## src/rtl/irqc_pkg.sv

```systemverilog
package irqc_pkg;
    typedef enum logic [1:0] {
        DR_IDLE = 2'd0,
        DR_CLR  = 2'd1,
        DR_SET  = 2'd2
    } drain_st_e;
endpackage

```

## src/rtl/irq_evt_group.sv

```systemverilog
module irq_evt_group #(
    parameter int W = 8
) (
    input  logic         clk,
    input  logic         rst,
    input  logic [W-1:0] lines,
    input  logic [W-1:0] lvl_mode,
    input  logic         zero_set,
    input  logic         zero_clr,
    output logic [W-1:0] pend_set,
    output logic [W-1:0] pend_clr,
    output logic         any_evt
);
    logic [W-1:0] last_lvl;
    logic [W-1:0] rise_w;
    logic [W-1:0] lvl_rise_w;
    logic [W-1:0] lvl_fall_w;
    logic [W-1:0] keep_set;
    logic [W-1:0] keep_clr;

    always_comb begin
        rise_w     = lines & ~last_lvl;
        lvl_rise_w = rise_w & lvl_mode;
        lvl_fall_w = ~lines & last_lvl & lvl_mode;
        keep_set   = zero_set ? '0 : pend_set;
        keep_clr   = zero_clr ? '0 : pend_clr;
        any_evt    = |(rise_w | lvl_fall_w);
    end

    always_ff @(posedge clk) begin
        if (rst) begin
            last_lvl <= '0;
            pend_set <= '0;
            pend_clr <= '0;
        end else begin
            last_lvl <= lines;
            pend_set <= (keep_set & ~lvl_fall_w) | rise_w;
            pend_clr <= (keep_clr & ~lvl_rise_w) | lvl_fall_w;
        end
    end
endmodule

```

## src/rtl/irq_drain_fsm.sv

```systemverilog
module irq_drain_fsm
    import irqc_pkg::*;
#(
    parameter int W = 16
) (
    input  logic         clk,
    input  logic         rst,
    input  logic         req,
    input  logic [W-1:0] set_mask,
    input  logic [W-1:0] clr_mask,
    output logic         zero_set,
    output logic         zero_clr,
    output logic         valid,
    output logic         is_set,
    output logic [W-1:0] mask_out
);
    drain_st_e state_q;
    drain_st_e state_d;

    always_comb begin
        state_d = state_q;
        unique case (state_q)
            DR_IDLE: if (req) state_d = DR_CLR;
            DR_CLR:  state_d = DR_SET;
            DR_SET:  state_d = DR_IDLE;
            default: state_d = DR_IDLE;
        endcase
    end

    always_ff @(posedge clk) begin
        if (rst) state_q <= DR_IDLE;
        else     state_q <= state_d;
    end

    always_comb begin
        zero_set = 1'b0;
        zero_clr = 1'b0;
        valid    = 1'b0;
        is_set   = 1'b0;
        mask_out = '0;
        unique case (state_q)
            DR_IDLE: ;
            DR_CLR: begin
                zero_clr = 1'b1;
                valid    = 1'b1;
                mask_out = clr_mask;
            end
            DR_SET: begin
                zero_set = 1'b1;
                valid    = 1'b1;
                is_set   = 1'b1;
                mask_out = set_mask;
            end
            default: ;
        endcase
    end
endmodule

```

## src/rtl/irq_event_collector.sv

```systemverilog
module irq_event_collector #(
    parameter int GROUP_W    = 8,
    parameter int NUM_GROUPS = 2,
    localparam int LINES     = GROUP_W * NUM_GROUPS
) (
    input  logic             clk,
    input  logic             rst,
    input  logic [LINES-1:0] irq_lines,
    input  logic [LINES-1:0] trig_level,
    input  logic             drain_req,
    output logic             notify,
    output logic             drain_valid,
    output logic             drain_is_set,
    output logic [LINES-1:0] drain_mask
);
    logic [LINES-1:0]      set_all;
    logic [LINES-1:0]      clr_all;
    logic [NUM_GROUPS-1:0] grp_evt;
    logic                  zero_set;
    logic                  zero_clr;

    for (genvar g = 0; g < NUM_GROUPS; g++) begin : g_grp
        irq_evt_group #(.W(GROUP_W)) u_grp (
            .clk      (clk),
            .rst      (rst),
            .lines    (irq_lines[g*GROUP_W +: GROUP_W]),
            .lvl_mode (trig_level[g*GROUP_W +: GROUP_W]),
            .zero_set (zero_set),
            .zero_clr (zero_clr),
            .pend_set (set_all[g*GROUP_W +: GROUP_W]),
            .pend_clr (clr_all[g*GROUP_W +: GROUP_W]),
            .any_evt  (grp_evt[g])
        );
    end

    irq_drain_fsm #(.W(LINES)) u_drain (
        .clk      (clk),
        .rst      (rst),
        .req      (drain_req),
        .set_mask (set_all),
        .clr_mask (clr_all),
        .zero_set (zero_set),
        .zero_clr (zero_clr),
        .valid    (drain_valid),
        .is_set   (drain_is_set),
        .mask_out (drain_mask)
    );

    always_ff @(posedge clk) begin
        if (rst) notify <= 1'b0;
        else     notify <= |grp_evt;
    end
endmodule


```

## config.mk

```make
export PLATFORM = sky130hd
export DESIGN_NAME = irq_event_collector
export DESIGN_NICKNAME = d
export VERILOG_FILES = /design/src/rtl/irqc_pkg.sv /design/src/rtl/irq_evt_group.sv /design/src/rtl/irq_drain_fsm.sv /design/src/rtl/irq_event_collector.sv
export SDC_FILE = /design/constraint.sdc
export NUM_CORES = 1
export LEC_CHECK = 0
export ABC_AREA = 1
export BUFFER_PORTS_ARGS = -buffer_cell sky130_fd_sc_hd__buf_4
export CORE_MARGIN = 3
export CORE_UTILIZATION = 53
export DETAILED_ROUTE_END_ITERATION = 7
export PLACE_DENSITY = 0.79
export SYNTH_ARGS = -nofsm -noshare
export SYNTH_HDL_FRONTEND = slang
export SYNTH_SLANG_ARGS = --single-unit
```

## constraint.sdc

```tcl
create_clock -name clk -period 1.55 [get_ports clk]
set_clock_uncertainty 0.05 [all_clocks]
set_input_delay 0.31 -clock clk [delete_from_list [all_inputs] [get_ports clk]]
set_output_delay 0.31 -clock clk [all_outputs]
set_load 0.005 [all_outputs]
```

Yosys cells after proc, flatten, opt, wreduce, memory -nomap -nowiden
Index checks and enable logic that the tools add are counted.

Flip-flop bits (word level): 51. Input port bits: 35. Output and inout port bits: 19. Word-level logic and storage cells: 50.

Eq/ne operators: 3. Muxes and demuxes: 10. Bitwise gates (word level): 26. Reductions and logical operators: 3.

Operators by type and width (number): AND 8 bit (12); NOT 8 bit (8); bitwise OR 8 bit (6); 2-to-1 mux 8 bit (4); one-hot mux 16 bit (2 select lines) (1); OR reduction 16 bit (1); one-hot mux 2 bit (2 select lines) (1); 2-to-1 mux 1 bit (3); == test 2 x 1 -> 1 bit (second input constant) (1); == test 2 bit (second input constant) (1); logical NOT 2 bit (1); 2-to-1 mux 2 bit (1); != test 2 bit (second input constant) (1); OR reduction 2 bit (1).

Depth between registers and ports, before layout
Gate-level depths: netlist of the first run.

Depth after elaboration: 6. Gate-level depth with buffers: 7. Depth with buffers taken out: 7.

Cells and area by module
A second synthesis of the first run with hierarchy kept.

Cell total of the unflattened synthesis: 353. Area total of the unflattened synthesis: 2431.1 sq um.

Modules (own cells, without submodules): irq_evt_group (times used 2, cells an instance 137, area each 972.2 sq um, sequential area each 480.5 sq um); irq_drain_fsm (times used 1, cells an instance 76, area each 459.2 sq um, sequential area each 40.0 sq um); irq_event_collector (times used 1, cells an instance 3, area each 27.5 sq um, sequential area each 20.0 sq um).

Worst setup path after synthesis of the first run
Ideal clock, no wire load.

Path kind: register to output. Start point: reg u_drain.state_q[0]. End point: out drain_mask[0]. Data arrival time: 1100 ps. Data required time: 1190 ps. Slack: 90 ps. Stages on the path, launching flop included: 6. Path buffers: 1. Cell sequence: dfxtp_1 > inv_1 > ha_1 > inv_1 > buf_2 > a21oi_1.

Longest elaborated chain between the ends: 2. Elaborated cells on any way between the ends: 3. Those cells by class: 2 x eq/ne; 1 x mux.

RTL lines: start, declared (line irq_drain_fsm.sv:17) `drain_st_e state_q;`; start signal, assigned (line irq_drain_fsm.sv:32) `else state_q <= state_d;`; == test 2 bit or == test 2 x 1 -> 1 bit (tied branches) (line irq_drain_fsm.sv:41) `unique case (state_q)`; one-hot mux 16 bit (2 select lines) * (line irq_drain_fsm.sv:41); end, declared (line irq_event_collector.sv:14) `output logic [LINES-1:0] drain_mask`.

Mark *: on every way between the ends. The rest lies on a longest branch, timed or not.

Worst setup path in the final report of the first run
Start point: reg u_drain.state_q[0]. End point: out drain_mask[4].

Same word-level chain as after synthesis.

==> results of run 1 <==
-- worst min-delay path, stage by stage --
cell	delay, ns
buf_4	0.10
inv_2	0.04
nor2_1	0.07
-- worst max path at each step --
stage | cells after the start | to | slack (ns) | from
6_report | 6 | drain_mask[4] | -0.23 | u_drain.state_q[0]
5_1_grt | 6 | drain_mask[4] | -0.30 | u_drain.state_q[0]
4_1_cts | 6 | drain_mask[4] | -0.20 | u_drain.state_q[0]
3_5_place_dp | 6 | drain_mask[4] | -0.009 | u_drain.state_q[0]
3_3_place_gp | 6 | drain_mask[0] | 0.05 | u_drain.state_q[0]
2_1_floorplan | 5 | drain_mask[0] | 0.09 | u_drain.state_q[0]
-- where the power goes --
group	switching [mW]	total, mW	internal [mW]
Clock	0.415	0.732	0.318
Sequential	0.0501	1.45	1.40
Combinational	0.480	0.871	0.391
Total	0.945	3.05	2.10
-- cell families (layout without fill, tap and decap cells) --
logic type | after synthesis | count (layout)
compound gates | 51 | 51
fa+ha+maj | 4 | 4
buf+inv | 51 | 110
flops | 51 | 51
simple gates | 161 | 161
-- final cells by class --
| cell class | count | area (um2) | area share, % |
|---|---|---|---|
| sequential | 51 | 1030 | 33.8 |
| clock inverter | 1 | 5.00 | 0.165 |
| inverter | 38 | 160 | 5.28 |
| clock buffer | 7 | 76.3 | 2.51 |
| tap | 50 | 62.6 | 2.06 |
| timing repair buffer | 64 | 543 | 17.9 |
| multi-input combinational | 216 | 1160 | 38.3 |
-- cell usage in the layout (no fill, tap or decap) --
cell type / Yosys / routed
inv_1: 34 / 31
clkbuf_8: 0 / 5
buf_8: 0 / 4
clkinv_2: 0 / 1
nand3_1: 50 / 50
a21oi_1: 49 / 33
inv_2: 2 / 3
dfxtp_4: 0 / 1
inv_4: 0 / 1
buf_12: 0 / 1
dfxtp_2: 0 / 1
nand2_1: 68 / 68
buf_4: 2 / 58
a211oi_1: 2 / 2
a21oi_2: 0 / 16
buf_16: 0 / 1
ha_1: 4 / 1
dfxtp_1: 51 / 49
inv_6: 0 / 1
ha_4: 0 / 3
clkinv_4: 2 / 2
clkbuf_1: 1 / 2
nand3_2: 14 / 14
nor2_1: 29 / 29
-- what timing repair did --
action	4_1_cts	5_1_grt
pin swaps	2	2
buffers inserted	3	2
hold buffers	0	0
cloned	1	0
gates resized for setup	35	4
endpoints found under the setup margin	18	17
-- stage by stage --
stage / setup WS, ns / std cells / area [um2]
global route: -0.297 / 427 / 3040
CTS: -0.201 / 425 / 3010
finish: -0.225 / 427 / 3040
floorplan: 0.0897 / 318 / 2340
global placement: 0.0492 / 413 / 2750
detailed placement: -0.00924 / 413 / 2750
-- sequential cells by signal (all words and copies together), names as in the netlist --
register,count
g_grp.u_grp.pend_clr,16
u_drain.state_q,2
notify,1
g_grp.u_grp.pend_set,16
g_grp.u_grp.last_lvl,16
-- cells in the mapped netlist --
master / count / area [um2]
a211oi_1: 2 / 15.0
dfxtp_1: 51 / 1020
nand3_2: 14 / 140
buf_4: 2 / 15.0
buf_2: 5 / 25.0
nand3_1: 50 / 250
nand2_1: 68 / 255
clkbuf_1: 1 / 3.75
nor2_1: 29 / 109
ha_1: 4 / 50.1
inv_2: 2 / 7.51
inv_1: 34 / 128
a21oi_1: 49 / 245
clkinv_4: 2 / 17.5
buf_6: 5 / 56.3
-- per-layer routing --
metal / up-vias / track usage, % / share of wire [%]
li1: 1146 / - / -
met1: 1037 / 30.1 / 45
met2: 78 / 38.4 / 48
met3: 7 / 4.29 / 6.7
met4: 0 / 4.30 / 0.73
met5: - / 0 / 0
==> impl_metrics.ini, run 1 <==
[power]
powerDensity_nw_per_um2 = 1000
vdd_drop_max_v = 0.000759
total_power_mw = 3.05
p_leak_nw = 1.33

[place]
portBuffers = 53
gp_congestion = 0.809
hpwl_um = 3880

[floorplan]
chipHeight_um = 72.4
core-area_um2 = 4120
die_w_um = 72.4
io_pins = 54
dieArea_um2 = 5250
fp-row-count = 23
start_util_pct = 56.8

[drt]
routedWlPerCell_um = 13.4
viasPerCell = 5.31
num_vias = 2268
first_pass_iters = 4
drtIter0Drc = 146
totalWireLength_um = 5730
drt.antenna.violating_nets = 0
drc = 0

[clock_network]
cts-root-buf = clkbuf_8
cts_tree = yes
cts_sinks = 51
cts_inserted_buffers = 5
h-tree-depth = 2
clk_latency_ns = 0.30
cts_buffer_depth = 2
clk_pin_slew_worst_paths_ns = 0.09

[timing]
setup_viol = 17
tns_ns = -3.35
hold_slack_ns = 0.188
rsz0062_at_grt = true
finalCritPeriodShare_pct = 115
layout_min_cycle_time_ns = 1.78
fmaxAchievable_mhz = 563
worst_slew_pin_slew_ns = 0.520
max_slew_margin_pct = 65.3
finalHoldViolCount = 0
worst_slack_ns = -0.225
report.final.slew_viol_count = 0

[worst_setup_path]
path_delay_family = flip-flops
required_ns = 1.19
end_kind = primary output
arrival_ns = 1.42
slowest_stage = dfxtp_4
cp_cell_sequence = inv_6 > ha_4 > buf_12 > nand2_1 > a21oi_2 > buf_4
path_buf_inv = 3
rr_startpoint = u_drain.state_q[0]
critPathKind = register to primary output
cp_max_fo = 9
cpPeakStageDelay_ns = 0.37
cp-start-kind = register
worstReg2RegEnd = g_grp[1].u_grp.pend_clr[5]
rr_worst_depth = 7
r2r_slack_ns = 0.12

[synthesis]
synthSimpleGateAreaFrac_pct = 32.3
synthXorXnorAreaFrac_pct = 0
syn_nets = 357
avgSynthCellArea_um2 = 7.35
seq_area_frac_synth_pct = 43.7
synthAdderAreaFrac_pct = 2.14
synth-compound-area-share_pct = 11.1
yosys_register_bits = 51
synth_top_family_by_area = simple AND/OR/NAND/NOR gates
synth_cell_types = 15
synthMuxAreaShare_pct = 0
synthesis.area_um2 = 2340
synth_cells = 318
yosys_warnings = 0

[hold_path]
min_from = irq_lines[9]
hold_class = primary input to register
whs_path_depth = 3
holdPathEnd = g_grp[1].u_grp.last_lvl[1]

[grt]
antenna_found_initial = 0
grt_start_max_net_pins = 52
grt_pass1_vias = 2079
grt_usage_pct = 22.6
grt_pass1_wl_um = 9470
grt_overflow = 0

[cells_and_area]
final_layout_size_suffix_gt1_share_pct = 29.7
utilization_pct = 73.8
final_nets = 415
fill_cells = 347
syn_to_final_growth_pct = 29.8
diodes = 0

[outcome]
violations = negative setup slack
status = finished, violations left

[run]
cap_violations = 0
(Power assumes the default switching activity.)
==> run 2, diff against run 1 <==
SKIP_CTS_REPAIR_TIMING = 1   (was default)
==> run 2 against run 1 <==
  * The flow still finishes with violations (negative setup slack)
  * Register-to-register slack barely moved
  * First-iteration DRC count is 18% higher
  * Flip-flop and latch count stayed put
  * Cell area rose by 0.41%
  * Largest cell class unchanged
  * Highest routed layer unchanged
==> impl_metrics.ini, run 2 (same netlist as run 1, synthesis figures left out) <==
[worst_setup_path]
cp_cell_sequence = buf_4 > ha_4 > clkbuf_16 > nand2_1 > a21oi_2 > buf_4
critPathKind = register to primary output
end_kind = primary output
crit_path_frequent_cell = buf_4
path_buf_inv = 3
cpPeakStageDelay_ns = 0.36
cp_max_fo = 9
arrival_ns = 1.40
cp-start-kind = register
required_ns = 1.19
slowest_stage = dfxtp_2
path_delay_family = buffers and inverters

[power]
p_leak_nw = 1.33
vdd_drop_max_v = 0.000783
powerDensity_nw_per_um2 = 1000

[floorplan]
dieArea_um2 = 5250
chipHeight_um = 72.4
die_w_um = 72.4
start_util_pct = 56.8
fp-row-count = 23
core-area_um2 = 4120
io_pins = 54

[cells_and_area]
finalNonFillerCells = 426
top_regs = g_grp.u_grp.last_lvl (16), g_grp.u_grp.pend_clr (16), g_grp.u_grp.pend_set (16)
fill_cells = 333
diodes = 0
final_area_um2 = 3050
final_common_cell = nand2_1
layout_common_cells = nand2_1 (64), buf_4 (57), nand3_1 (50)
final_nets = 414
final_layout_size_suffix_gt1_share_pct = 30.6
syn_to_final_growth_pct = 30.3

[grt]
grt_usage_pct = 21.1
grt_start_max_net_pins = 52
antenna_found_initial = 0
met3_usage_pct = 4.29
top_usage_layer = met2
grt_pass1_vias = 2011
use_met1_pct = 27.5
globalRouteMet2Util_pct = 36.3
grt_pass1_wl_um = 8870
grt_overflow = 0

[clock_network]
h-tree-depth = 2
clk_latency_ns = 0.29
cts_sinks = 51
clk_pin_slew_worst_paths_ns = 0.09
cts_inserted_buffers = 5
cts_buffer_depth = 2
cts-root-buf = clkbuf_8
cts_tree = yes

[timing]
worst_slew_pin_slew_ns = 0.517
tns_ns = -3.29
max_slew_margin_pct = 65.5
layout_min_cycle_time_ns = 1.76
setup_viol = 17
report.final.slew_viol_count = 0
worst_slack_ns = -0.211
finalHoldViolCount = 0
finalCritPeriodShare_pct = 114
rsz0062_at_grt = true
fmaxAchievable_mhz = 568

[place]
dpl-instance-area_um2 = 2750
hpwl_um = 3880
dpl.cell_count = 413
gp_congestion = 0.809
portBuffers = 53

[hold_path]
hold_class = primary input to register

[outcome]
violations = negative setup slack
status = finished, violations left

[drt]
drtIter0Drc = 172
num_vias = 2253
viasPerCell = 5.29
first_pass_iters = 5
routedWlPerCell_um = 13.3
totalWireLength_um = 5680
drt.antenna.violating_nets = 0
drc = 0

[run]
cap_violations = 0
==> run 2: cell types whose count changed in the layout (fill, tap and decap cells not counted), sizes merged <==
cell and delta:
clkbuf +1, buf -2
==> run 2: metrics by stage <==
stage,setup WS [ns],power [mW],hold WS (ns),util (%)
after floorplan,0.0897,1.87,0.377,-
after global placement,0.0492,2.11,0.415,66.8
after detailed placement,-0.00924,2.13,0.420,66.8
after CTS,-0.347,2.83,0.194,68.8
after global routing,-0.262,3.18,0.210,74.1
final,-0.211,3.06,0.194,74.1
==> run 2: worst register-to-register path, stage by stage (launching register included) <==
cell and delay [ns]:
dfxtp_4 0.36, buf_4 0.14, ha_4 0.17, buf_8 0.14, buf_4 0.14, clkinv_4 0.13, nand3_1 0.10, a21oi_1 0.14
==> run 2: final cells by class <==
| class | instances | area [um2] | area share [%] |
|---|---|---|---|
| Multi-Input combinational cell | 216 | 1180 | 38.7 |
| Sequential cell | 51 | 1030 | 33.7 |
| Timing Repair Buffer | 63 | 538 | 17.7 |
| Inverter | 38 | 160 | 5.25 |
| Clock buffer | 7 | 76.3 | 2.50 |
| Tap cell | 50 | 62.6 | 2.05 |
| Clock inverter | 1 | 5.00 | 0.164 |
==> run 2: layer usage <==
layer  vias up  share of wire [%]
li1       1144                  -
met1      1040                 45
met2        65                 49
met3         4                5.4
met4         0               0.58
met5         -                  0
==> run 2: power by group <==
group / switching [mW] / total [mW] / leakage (nW) / internal, mW
logic: 0.486 / 0.880 / 0.866 / 0.394
clock network: 0.410 / 0.728 / 0.0422 / 0.318
registers: 0.0511 / 1.45 / 0.423 / 1.40
==> run 2: final timing paths <==
check	start	to	slack, ns	cells past startpoint
min reg2reg	g_grp[1].u_grp.pend_clr[4]	g_grp[1].u_grp.pend_clr[4]	0.43	2
max reg2reg	u_drain.state_q[0]	g_grp[1].u_grp.pend_clr[5]	0.11	7
min	irq_lines[9]	g_grp[1].u_grp.last_lvl[1]	0.19	3
max	u_drain.state_q[1]	drain_mask[1]	-0.21	6
